`src/rtl/div_pkg.sv`:
```
// Shared definitions for the iterative divider.
// Assumes: operation code bit 0 distinguishes unsigned (1) from signed (0).
package div_pkg;

    // Sequencer state: waiting for a request, or iterating
    typedef enum logic {
        ST_IDLE = 1'b0,
        ST_RUN  = 1'b1
    } div_state_e;

    // Position of the unsigned-select bit inside the operation code
    localparam int OP_UNSIGNED_BIT = 0;

endpackage

```
`src/rtl/div_operand_prep.sv`:
```
// Turns raw operands into magnitudes for the unsigned iteration loop.
// It also reports which result signs must be flipped afterwards, and
// whether the divisor is zero.
// Assumes: two's-complement operands; purely combinational.
module div_operand_prep #(
    parameter int XLEN = 32
) (
    input  logic [XLEN-1:0] dividend,
    input  logic [XLEN-1:0] divisor,
    input  logic            is_signed,
    output logic [XLEN-1:0] mag_dvd,
    output logic [XLEN-1:0] mag_dsr,
    output logic            neg_quo,
    output logic            neg_rem,
    output logic            dsr_zero
);
    localparam int MSB = XLEN - 1;

    logic dvd_neg;
    logic dsr_neg;

    // Magnitudes and sign-correction flags
    always_comb begin
        dvd_neg  = is_signed & dividend[MSB];
        dsr_neg  = is_signed & divisor[MSB];
        mag_dvd  = dvd_neg ? ({XLEN{1'b0}} - dividend) : dividend;
        mag_dsr  = dsr_neg ? ({XLEN{1'b0}} - divisor) : divisor;
        neg_quo  = dvd_neg ^ dsr_neg;
        neg_rem  = dvd_neg;
        dsr_zero = (divisor == {XLEN{1'b0}});
    end

endmodule

```
`src/rtl/div_shift_sub.sv`:
```
// Restoring shift-and-subtract datapath: one quotient bit per step.
// The quotient register starts out holding the dividend. Its bits are
// shifted into the partial remainder as quotient bits fill in from the
// right. The next-state values are exported so the caller can finish in
// the same edge as the last step.
// Assumes: divisor magnitude is nonzero while steps are issued.
module div_shift_sub #(
    parameter int XLEN = 32
) (
    input  logic            clk,
    input  logic            rst_n,
    input  logic            load,
    input  logic            step,
    input  logic [XLEN-1:0] load_dvd,
    input  logic [XLEN-1:0] load_dsr,
    output logic [XLEN-1:0] nxt_quo,
    output logic [XLEN-1:0] nxt_rem
);
    logic [XLEN-1:0] quo_q;
    logic [XLEN-1:0] rem_q;
    logic [XLEN-1:0] dsr_q;
    logic [XLEN:0]   shifted;
    logic [XLEN:0]   trial;
    logic            fits;

    // One trial subtraction and the restore decision
    always_comb begin
        shifted = {rem_q, quo_q[XLEN-1]};
        trial   = shifted - {1'b0, dsr_q};
        fits    = ~trial[XLEN];
        nxt_rem = fits ? trial[XLEN-1:0] : shifted[XLEN-1:0];
        nxt_quo = {quo_q[XLEN-2:0], fits};
    end

    // Working registers: loaded on acceptance, advanced on each step
    always_ff @(posedge clk) begin
        if (!rst_n) begin
            quo_q <= '0;
            rem_q <= '0;
            dsr_q <= '0;
        end else if (load) begin
            quo_q <= load_dvd;
            rem_q <= '0;
            dsr_q <= load_dsr;
        end else if (step) begin
            quo_q <= nxt_quo;
            rem_q <= nxt_rem;
        end
    end

endmodule

```
`src/rtl/div_result_fix.sv`:
```
// Applies the sign corrections to the unsigned quotient and remainder.
// Assumes: flags were captured from the same operands as the magnitudes.
module div_result_fix #(
    parameter int XLEN = 32
) (
    input  logic [XLEN-1:0] quo_mag,
    input  logic [XLEN-1:0] rem_mag,
    input  logic            neg_quo,
    input  logic            neg_rem,
    output logic [XLEN-1:0] quo,
    output logic [XLEN-1:0] rem
);
    // Conditional two's-complement negation of each result
    always_comb begin
        quo = neg_quo ? ({XLEN{1'b0}} - quo_mag) : quo_mag;
        rem = neg_rem ? ({XLEN{1'b0}} - rem_mag) : rem_mag;
    end

endmodule

```
`src/rtl/div_ctrl.sv`:
```
// Sequencer. It accepts a request on a rising start while idle, runs XLEN
// steps while start stays high, and abandons the run if start falls.
// Assumes: the caller handles the zero-divisor shortcut via dsr_zero.
module div_ctrl
    import div_pkg::*;
#(
    parameter int XLEN = 32
) (
    input  logic clk,
    input  logic rst_n,
    input  logic start,
    input  logic dsr_zero,
    output logic accept,
    output logic step,
    output logic finish,
    output logic busy
);
    localparam int              CNT_W    = $clog2(XLEN);
    localparam logic [CNT_W-1:0] LAST_IDX = CNT_W'(XLEN - 1);

    div_state_e       state_q;
    logic [CNT_W-1:0] cnt_q;
    logic             start_d;

    // Handshake decode from the current state and start history
    always_comb begin
        busy   = (state_q == ST_RUN);
        accept = !busy && start && !start_d;
        step   = busy && start;
        finish = step && (cnt_q == LAST_IDX);
    end

    // State, step counter and start history
    always_ff @(posedge clk) begin
        if (!rst_n) begin
            state_q <= ST_IDLE;
            cnt_q   <= '0;
            start_d <= 1'b0;
        end else begin
            start_d <= start;
            if (accept) begin
                cnt_q   <= '0;
                state_q <= dsr_zero ? ST_IDLE : ST_RUN;
            end else if (busy && !start) begin
                state_q <= ST_IDLE;
            end else if (finish) begin
                state_q <= ST_IDLE;
            end else if (step) begin
                cnt_q <= cnt_q + 1'b1;
            end
        end
    end

endmodule

```
`src/rtl/iter_divider.sv`:
```
// Iterative integer divider top. It captures operands and the tag on
// acceptance, runs the shift-subtract loop, and registers the packed
// {remainder, quotient} result with a one-cycle ready pulse.
// Assumes: the requester holds start high while busy; dropping it aborts.
module iter_divider
    import div_pkg::*;
#(
    parameter int XLEN  = 32,
    parameter int TAG_W = 5,
    parameter int OP_W  = 3
) (
    input  logic              clk,
    input  logic              rst_n,
    input  logic              start,
    input  logic [XLEN-1:0]   dividend,
    input  logic [XLEN-1:0]   divisor,
    input  logic [OP_W-1:0]   op,
    input  logic [TAG_W-1:0]  tag_in,
    output logic              busy,
    output logic              ready,
    output logic [2*XLEN-1:0] result,
    output logic [TAG_W-1:0]  tag_out
);
    logic              is_signed;
    logic              op_unused_bits;
    logic [XLEN-1:0]   mag_dvd;
    logic [XLEN-1:0]   mag_dsr;
    logic              neg_quo;
    logic              neg_rem;
    logic              dsr_zero;
    logic              accept;
    logic              step;
    logic              finish;
    logic [XLEN-1:0]   nxt_quo;
    logic [XLEN-1:0]   nxt_rem;
    logic [XLEN-1:0]   fix_quo;
    logic [XLEN-1:0]   fix_rem;
    logic              neg_quo_q;
    logic              neg_rem_q;
    logic              ready_q;
    logic [2*XLEN-1:0] result_q;
    logic [TAG_W-1:0]  tag_q;

    // Only the signedness bit changes the arithmetic
    assign is_signed      = ~op[OP_UNSIGNED_BIT];
    assign op_unused_bits = ^op;

    div_operand_prep #(.XLEN(XLEN)) u_prep (
        .dividend  (dividend),
        .divisor   (divisor),
        .is_signed (is_signed),
        .mag_dvd   (mag_dvd),
        .mag_dsr   (mag_dsr),
        .neg_quo   (neg_quo),
        .neg_rem   (neg_rem),
        .dsr_zero  (dsr_zero)
    );

    div_ctrl #(.XLEN(XLEN)) u_ctrl (
        .clk      (clk),
        .rst_n    (rst_n),
        .start    (start),
        .dsr_zero (dsr_zero),
        .accept   (accept),
        .step     (step),
        .finish   (finish),
        .busy     (busy)
    );

    div_shift_sub #(.XLEN(XLEN)) u_core (
        .clk      (clk),
        .rst_n    (rst_n),
        .load     (accept),
        .step     (step),
        .load_dvd (mag_dvd),
        .load_dsr (mag_dsr),
        .nxt_quo  (nxt_quo),
        .nxt_rem  (nxt_rem)
    );

    div_result_fix #(.XLEN(XLEN)) u_fix (
        .quo_mag (nxt_quo),
        .rem_mag (nxt_rem),
        .neg_quo (neg_quo_q),
        .neg_rem (neg_rem_q),
        .quo     (fix_quo),
        .rem     (fix_rem)
    );

    // Request capture: sign flags and tag held for the whole run
    always_ff @(posedge clk) begin
        if (!rst_n) begin
            neg_quo_q <= 1'b0;
            neg_rem_q <= 1'b0;
            tag_q     <= '0;
        end else if (accept) begin
            neg_quo_q <= neg_quo;
            neg_rem_q <= neg_rem;
            tag_q     <= tag_in;
        end
    end

    // Result register and completion pulse
    always_ff @(posedge clk) begin
        if (!rst_n) begin
            ready_q  <= 1'b0;
            result_q <= '0;
        end else begin
            ready_q <= (accept && dsr_zero) || finish;
            if (accept && dsr_zero) begin
                result_q <= {dividend, {XLEN{1'b1}}};
            end else if (finish) begin
                result_q <= {fix_rem, fix_quo};
            end
        end
    end

    assign ready   = ready_q;
    assign result  = result_q;
    assign tag_out = tag_q;

endmodule

```
`config.mk`:
```
export PLATFORM = sky130hd
export DESIGN_NAME = iter_divider
export DESIGN_NICKNAME = d
export VERILOG_FILES = /design/src/rtl/div_pkg.sv /design/src/rtl/div_operand_prep.sv /design/src/rtl/div_shift_sub.sv /design/src/rtl/div_result_fix.sv /design/src/rtl/div_ctrl.sv /design/src/rtl/iter_divider.sv
export SDC_FILE = /design/constraint.sdc
export NUM_CORES = 1
export LEC_CHECK = 0
export ABC_AREA = 1
export CAP_MARGIN = 20
export CORE_ASPECT_RATIO = 0.7
export CORE_MARGIN = 2
export CORE_UTILIZATION = 31
export DETAILED_ROUTE_END_ITERATION = 10
export PLACE_DENSITY_LB_ADDON = 0.1
export SYNTH_ARGS = -nofsm -noshare
export SYNTH_HDL_FRONTEND = slang
export SYNTH_HIERARCHICAL = 1
export SYNTH_SLANG_ARGS = --single-unit
```
`constraint.sdc`:
```
create_clock -name clk -period 4.1 [get_ports clk]
set_clock_uncertainty 0.15 [all_clocks]
set_input_delay 0.82 -clock clk [delete_from_list [all_inputs] [get_ports clk]]
set_output_delay 0.82 -clock clk [all_outputs]
set_load 0.02 [all_outputs]
```
==> out/results.ini, run 1 <==
[pwr]
power_density_nw_per_um2=351
p_leak_nw=8.78
ir_drop_mv=0.305

[drt]
vias_per_cell=4.78
first_pass_iters=5
route.detailed.drc=0
ant_nets=0
drtIter0Drc=1282
vias=16017
routedWlPerCell_um=16.4
wl_mm=54.8

[sta]
relSlewSlack_pct=52.3
min_period_ns=3.83
tightest_slew_ns=0.715
tns_ns=0
setup_slack_ns=0.274
setup_viol=0
hold_violations=0
fin_crit_sh_pct=93.3
rsz0062_at_grt=false
maxSlewViolCount=0
fmax_ghz=0.261

[worst_setup_path]
r2r_start=u_core/dsr_q[6]
critPathKind=reg -> reg
cp.depth=26
cp-startpoint=u_core/dsr_q[6]
critPathLaunchType=register
worst_path_most_repeated_cell=nand2_1
rr_worst_depth=26
crit_required_ns=4.28
worstPathArrival_ns=4.01
crit_fanout=5
critPathMaxStageDelay_ns=0.35
crit_family=simple AND/OR/NAND/NOR gates
cp_slowest_cell=ha_1
crit_buf_inv=2
crit_path_end_kind=register

[finish]
final_common_cell=nand2_1
area_delta_synth_final_pct=16.7
fin_cells=3348
layout_common_cells=1,005 x nand2_1, 343 x inv_1, 299 x nor2_1
post_route_cells_drive_above_1_share_pct=7.30
nets=2828

[hold_path]
hold_start=result[52]
min_path_cells=2
min_path_type=reg -> reg

[placed_design]
io_buffers=143
dpl.cell_count=3314
dp_slack_ns=0.194
dp_hpwl_mm=44.7
gp_congestion=0.911

[global_routing]
antenna_found_initial=0
gr-total-overflow=0
grt_pass1_vias=14307
grt_pass1_wl_mm=84.4
grt_use_total_pct=22.1
grt_max_degree=63

[logic_synthesis]
seq_area_frac_synth_pct=23.6
synth_fp_nets=2741
syn_inst=2627
synth_cell_types=44
ys_seq_elements=175
syn-cell-area_um2=14800
synthFlopType=dfxtp_1
synth_edf_count=0
syn-mean-instance-area_um2=5.65
synth-warning-count=6
async_flop_share_pct=0

[cts]
htreeDepth=4
cts_sinks=175
clk_pin_slew_ns=0.07
clock_latency_ns=0.47
cts_tree=done
numCtsBuffers=17
cts_buffer_depth=2
ctsHoldBuffers=0
cts-root-buf=clkbuf_16

[floorplanning]
die_x_um=265
coreArea_um2=47500
die_area_um2=49600
ios=146
initial_utilization_pct=31.2
die_h_um=187
row_count=67

[job]
cap_viol_max_count=0

[status]
status=finished clean

final timing paths:
kind / to / slack, ns
min reg2reg: result[52] / 0.30
max reg2reg: result[62] / 0.27
min: result[52] / 0.30
max: result[62] / 0.27
timing repair:
action                     CTS  global route
setup endpoints to repair    0            15
gates resized for setup      0            24
setup buffers                0             2
routing by layer:
metal	track usage (%)	up-vias	wire length, µm
met1	36.6	7299	30700
met3	5.20	31	4140
met4	4.24	0	617
li1	-	8244	-
met2	27.6	443	19300
met5	0	-	0
power by group:
part | total (mW) | leakage (nW) | internal, mW | switching (mW)
clock network | 1.59 | 0.250 | 0.811 | 0.779
registers | 1.84 | 1.42 | 1.77 | 0.0669
logic | 2.66 | 7.11 | 0.878 | 1.78
total | 6.08 | 8.78 | 3.46 | 2.63
cell usage after synthesis, types with 32 or more instances:
library cell	number	area [µm²]
nand2_1	1013	3800
xnor2_1	35	307
o21ai_0	100	500
xor2_1	36	315
buf_4	52	390
nor2_1	310	1160
a21oi_1	66	330
nand3_1	187	936
ha_1	38	475
inv_1	346	1300
dfxtp_1	175	3500
clkbuf_1	40	150
a31oi_1	32	200
sequential cells by signal, indices dropped and copies added, names as in the netlist:
name	count
result	64
u_core/dsr_q	32
u_core/quo_q	32
u_core/rem_q	32
tag_out	5
u_ctrl/cnt_q	5
neg_quo_q	1
neg_rem_q	1
ready	1
u_ctrl/busy	1
u_ctrl/start_d	1
per-stage QoR:
stage	utilization (%)	instance area, µm²	hold slack (ns)	power [mW]
after global routing	36.4	17300	0.322	6.52
after detailed placement	35.1	16700	0.291	4.42
after floorplan	-	14800	0.283	3.61
after global placement	35.1	16700	0.293	4.42
after CTS	36.3	17200	0.307	6.05
final	36.4	17300	0.304	6.08
worst reg2reg max path, delay by kind of cell, from the launching register on:
family	cells	cell delay, ns
and+or+nand+nor	21	2.24
AOI/OAI and AO/OA	2	0.37
buffers and inverters	2	0.28
DFF	1	0.30
adders and majority gates	1	0.36
layout make-up:
cell class	instances	area, µm²
clock inverters	10	83.8
clock buffers	21	460
multi-input cells	1974	9340
repair buffers	189	1810
well taps	621	777
fillers	5298	30200
flip-flops and latches	175	3500
diodes	1	2.50
inverters	357	1340
kinds of logic (layout without fill, tap and decap cells):
family	count (synthesis)	after routing	synth area share (%)
simple gates	1624	1624	45.8
compound gates	240	240	9.10
flops	175	175	23.6
other cells	0	1	0
fa+ha+maj	39	39	3.34
xor+xnor	71	71	4.19
buf+inv	478	577	13.9
No activity file was read; power rests on OpenSTA's default activity.
==> run 2, diff against run 1 <==
- GPL_ROUTABILITY_DRIVEN: unset -> 0
- RECOVER_POWER: unset -> 25
==> run 2 against run 1 <==
The flow now finishes with violations (max-capacitance violations, max-slew violations). Setup slack got worse by 0.072 ns. Worst hold slack got worse by 0.0036 ns. Maximum frequency down 1.8%.
==> out/results.ini, run 2 (synthesis results as in run 1) <==
[drt]
wl_met2_mm=18.8  ; -2.9%
wl_mm=54.0  ; -1.4%
wl_met1_mm=29.9  ; -2.5%
first_pass_iters=5  ; unchanged
routedWlPerCell_um=16.1  ; -1.5%
vias=15975  ; -0.26%
ant_nets=0  ; unchanged
drtIter0Drc=1576  ; +23%
wl_met3_mm=4.41  ; +6.4%
dr.max_layer_used=met4
route.detailed.drc=0  ; unchanged
vias_per_cell=4.77  ; -0.35%

[worst_setup_path]
critPathKind=reg -> reg
cp_slowest_cell=fa_1
worstPathArrival_ns=4.11  ; +0.10 ns
critPathMaxStageDelay_ns=0.41  ; +0.06 ns
critPathLaunchType=register
worst_path_most_repeated_cell=nand2_1
crit_required_ns=4.32  ; +0.04 ns
crit_path_end_kind=register
crit_fanout=10  ; +5

[sta]
hold_violations=0  ; unchanged
tightest_slew_ns=1.59  ; +0.874 ns
relSlewSlack_pct=-5.90  ; -58 points
maxSlewViolCount=41  ; +41
setup_viol=0  ; unchanged
fmax_ghz=0.257  ; -1.8%
tns_ns=0  ; unchanged
min_period_ns=3.90  ; +0.0716 ns
fin_crit_sh_pct=95.1  ; +1.7 points

[global_routing]
grt_max_degree=63  ; unchanged
grt_pass1_wl_mm=83.6  ; -0.91%
antenna_found_initial=2  ; +2
grt_pass1_vias=14590  ; +2.0%
grt_use_total_pct=21.8  ; -0.28 points
gr-total-overflow=0  ; unchanged

[cts]
ctsHoldBuffers=0  ; unchanged
numCtsBuffers=17  ; unchanged
htreeDepth=4  ; unchanged
cts_sinks=175  ; unchanged
clock_latency_ns=0.48  ; about the same
cts-root-buf=clkbuf_16
clk_pin_slew_ns=0.08  ; about the same
cts_buffer_depth=2  ; unchanged
cts_tree=done

[pwr]
p_leak_nw=8.99  ; +2.4%
share_seq_of_total_power_pct=29.5  ; -0.7 points
power_density_nw_per_um2=359  ; +2.1%
comb_power_share_pct=42.2  ; -1.5 points
power_switching_mw=2.67  ; +1.5%
clockPowerShare_pct=28.3  ; +2.2 points
intPower_mw=3.55  ; +2.6%
swShare_pct=42.9  ; -0.27 points
ir_drop_mv=0.321  ; +5.0%

[finish]
final_common_cell=nand2_1
nets=2831  ; +0.11%
final_core_util_pct=36.5  ; +0.037 points
seqCellArea_um2=3500  ; unchanged
largest_reg_flops=64  ; unchanged
multi_input_comb_area_um2=9300  ; -0.38%
nFillCells=5348  ; +0.94%
num_antenna_cells=0  ; -1
fin_cells=3351  ; +0.090%
post_route_cells_drive_above_1_share_pct=6.81  ; -0.49 points
postLayoutCellArea_um2=17300  ; +0.10%
layout_common_cells=1,011 x nand2_1, 346 x inv_1, 304 x nor2_1
area_delta_synth_final_pct=16.9

[placed_design]
io_buffers=143  ; unchanged
place_area_um2=16700  ; +0.10%
dp_hpwl_mm=44.1  ; -1.4%
dpl.cell_count=3318  ; +0.12%

[job]
cap_viol_max_count=1  ; +1

[floorplanning]
row_count=67  ; unchanged
die_h_um=187  ; unchanged
die_x_um=265  ; unchanged
coreArea_um2=47500  ; unchanged
ios=146  ; unchanged
initial_utilization_pct=31.2  ; unchanged
die_area_um2=49600  ; unchanged

[status]
failed_checks=max-capacitance violations, max-slew violations
status=finished, violations left

[hold_path]
min_path_type=reg -> reg

[run 2: cell types whose count changed in the layout (fill, tap and decap cells not counted), sizes merged]
cell	previous run	this run
bufinv	0	2
clkbuf	21	20
clkdlybuf4s50	142	93
clkinvlp	5	1
diode	1	0
dlygate4sd3	0	49
inv	358	365
[run 2: final timing paths]
| path | from | end | slack (ns) | cells after the start |
|---|---|---|---|---|
| setup / recovery | u_core/quo_q[31] | result[57] | 0.20 | 28 |
| hold / removal | result[36] | result[36] | 0.30 | 2 |
| setup reg to reg | u_core/quo_q[31] | result[57] | 0.20 | 28 |
| hold reg to reg | result[36] | result[36] | 0.30 | 2 |
[run 2: final cells by class]
type / count / area share, %
clock inverters: 15 / 0.996
inverters: 357 / 7.73
flip-flops and latches: 175 / 20.2
repair buffers: 192 / 10.4
well taps: 621 / 4.48
multi-input cells: 1974 / 53.7
clock buffers: 17 / 2.45
[run 2: power by group through the flow]
stage	logic [mW]	registers, mW	clock network (mW)
after floorplan	1.77	1.84	0
after global placement	2.53	1.87	0
after detailed placement	2.54	1.87	0
after CTS	2.55	1.83	1.82
after global routing	2.91	1.84	1.88
final	2.62	1.84	1.76
[run 2: repair_timing]
action | 4_1_cts | 5_1_grt
gates resized for setup | 0 | 9
endpoints found under the setup margin | 0 | 11
setup buffers | 0 | 1
[run 2: routing by layer]
layer / up-vias / GRT usage, %
met1: 7205 / 36.2
met4: 0 / 4.82
li1: 8248 / -
met2: 483 / 27.2
met5: - / 0
met3: 39 / 4.84
[run 2: worst max-delay path, delay by kind of cell, from the launching register on]
| kind | cells | cell delay (ns) |
|---|---|---|
| adders and majority gates | 2 | 0.65 |
| buffers and inverters | 3 | 0.38 |
| DFF | 1 | 0.37 |
| and+or+nand+nor | 23 | 2.22 |
[run 2: metrics by stage]
stage / setup slack [ns] / hold slack [ns] / power, mW
after floorplan: 0.904 / 0.283 / 3.61
after global placement: 0.287 / 0.292 / 4.41
after detailed placement: 0.273 / 0.290 / 4.41
after CTS: 0.249 / 0.308 / 6.20
after global routing: -0.00845 / 0.326 / 6.64
final: 0.202 / 0.300 / 6.22
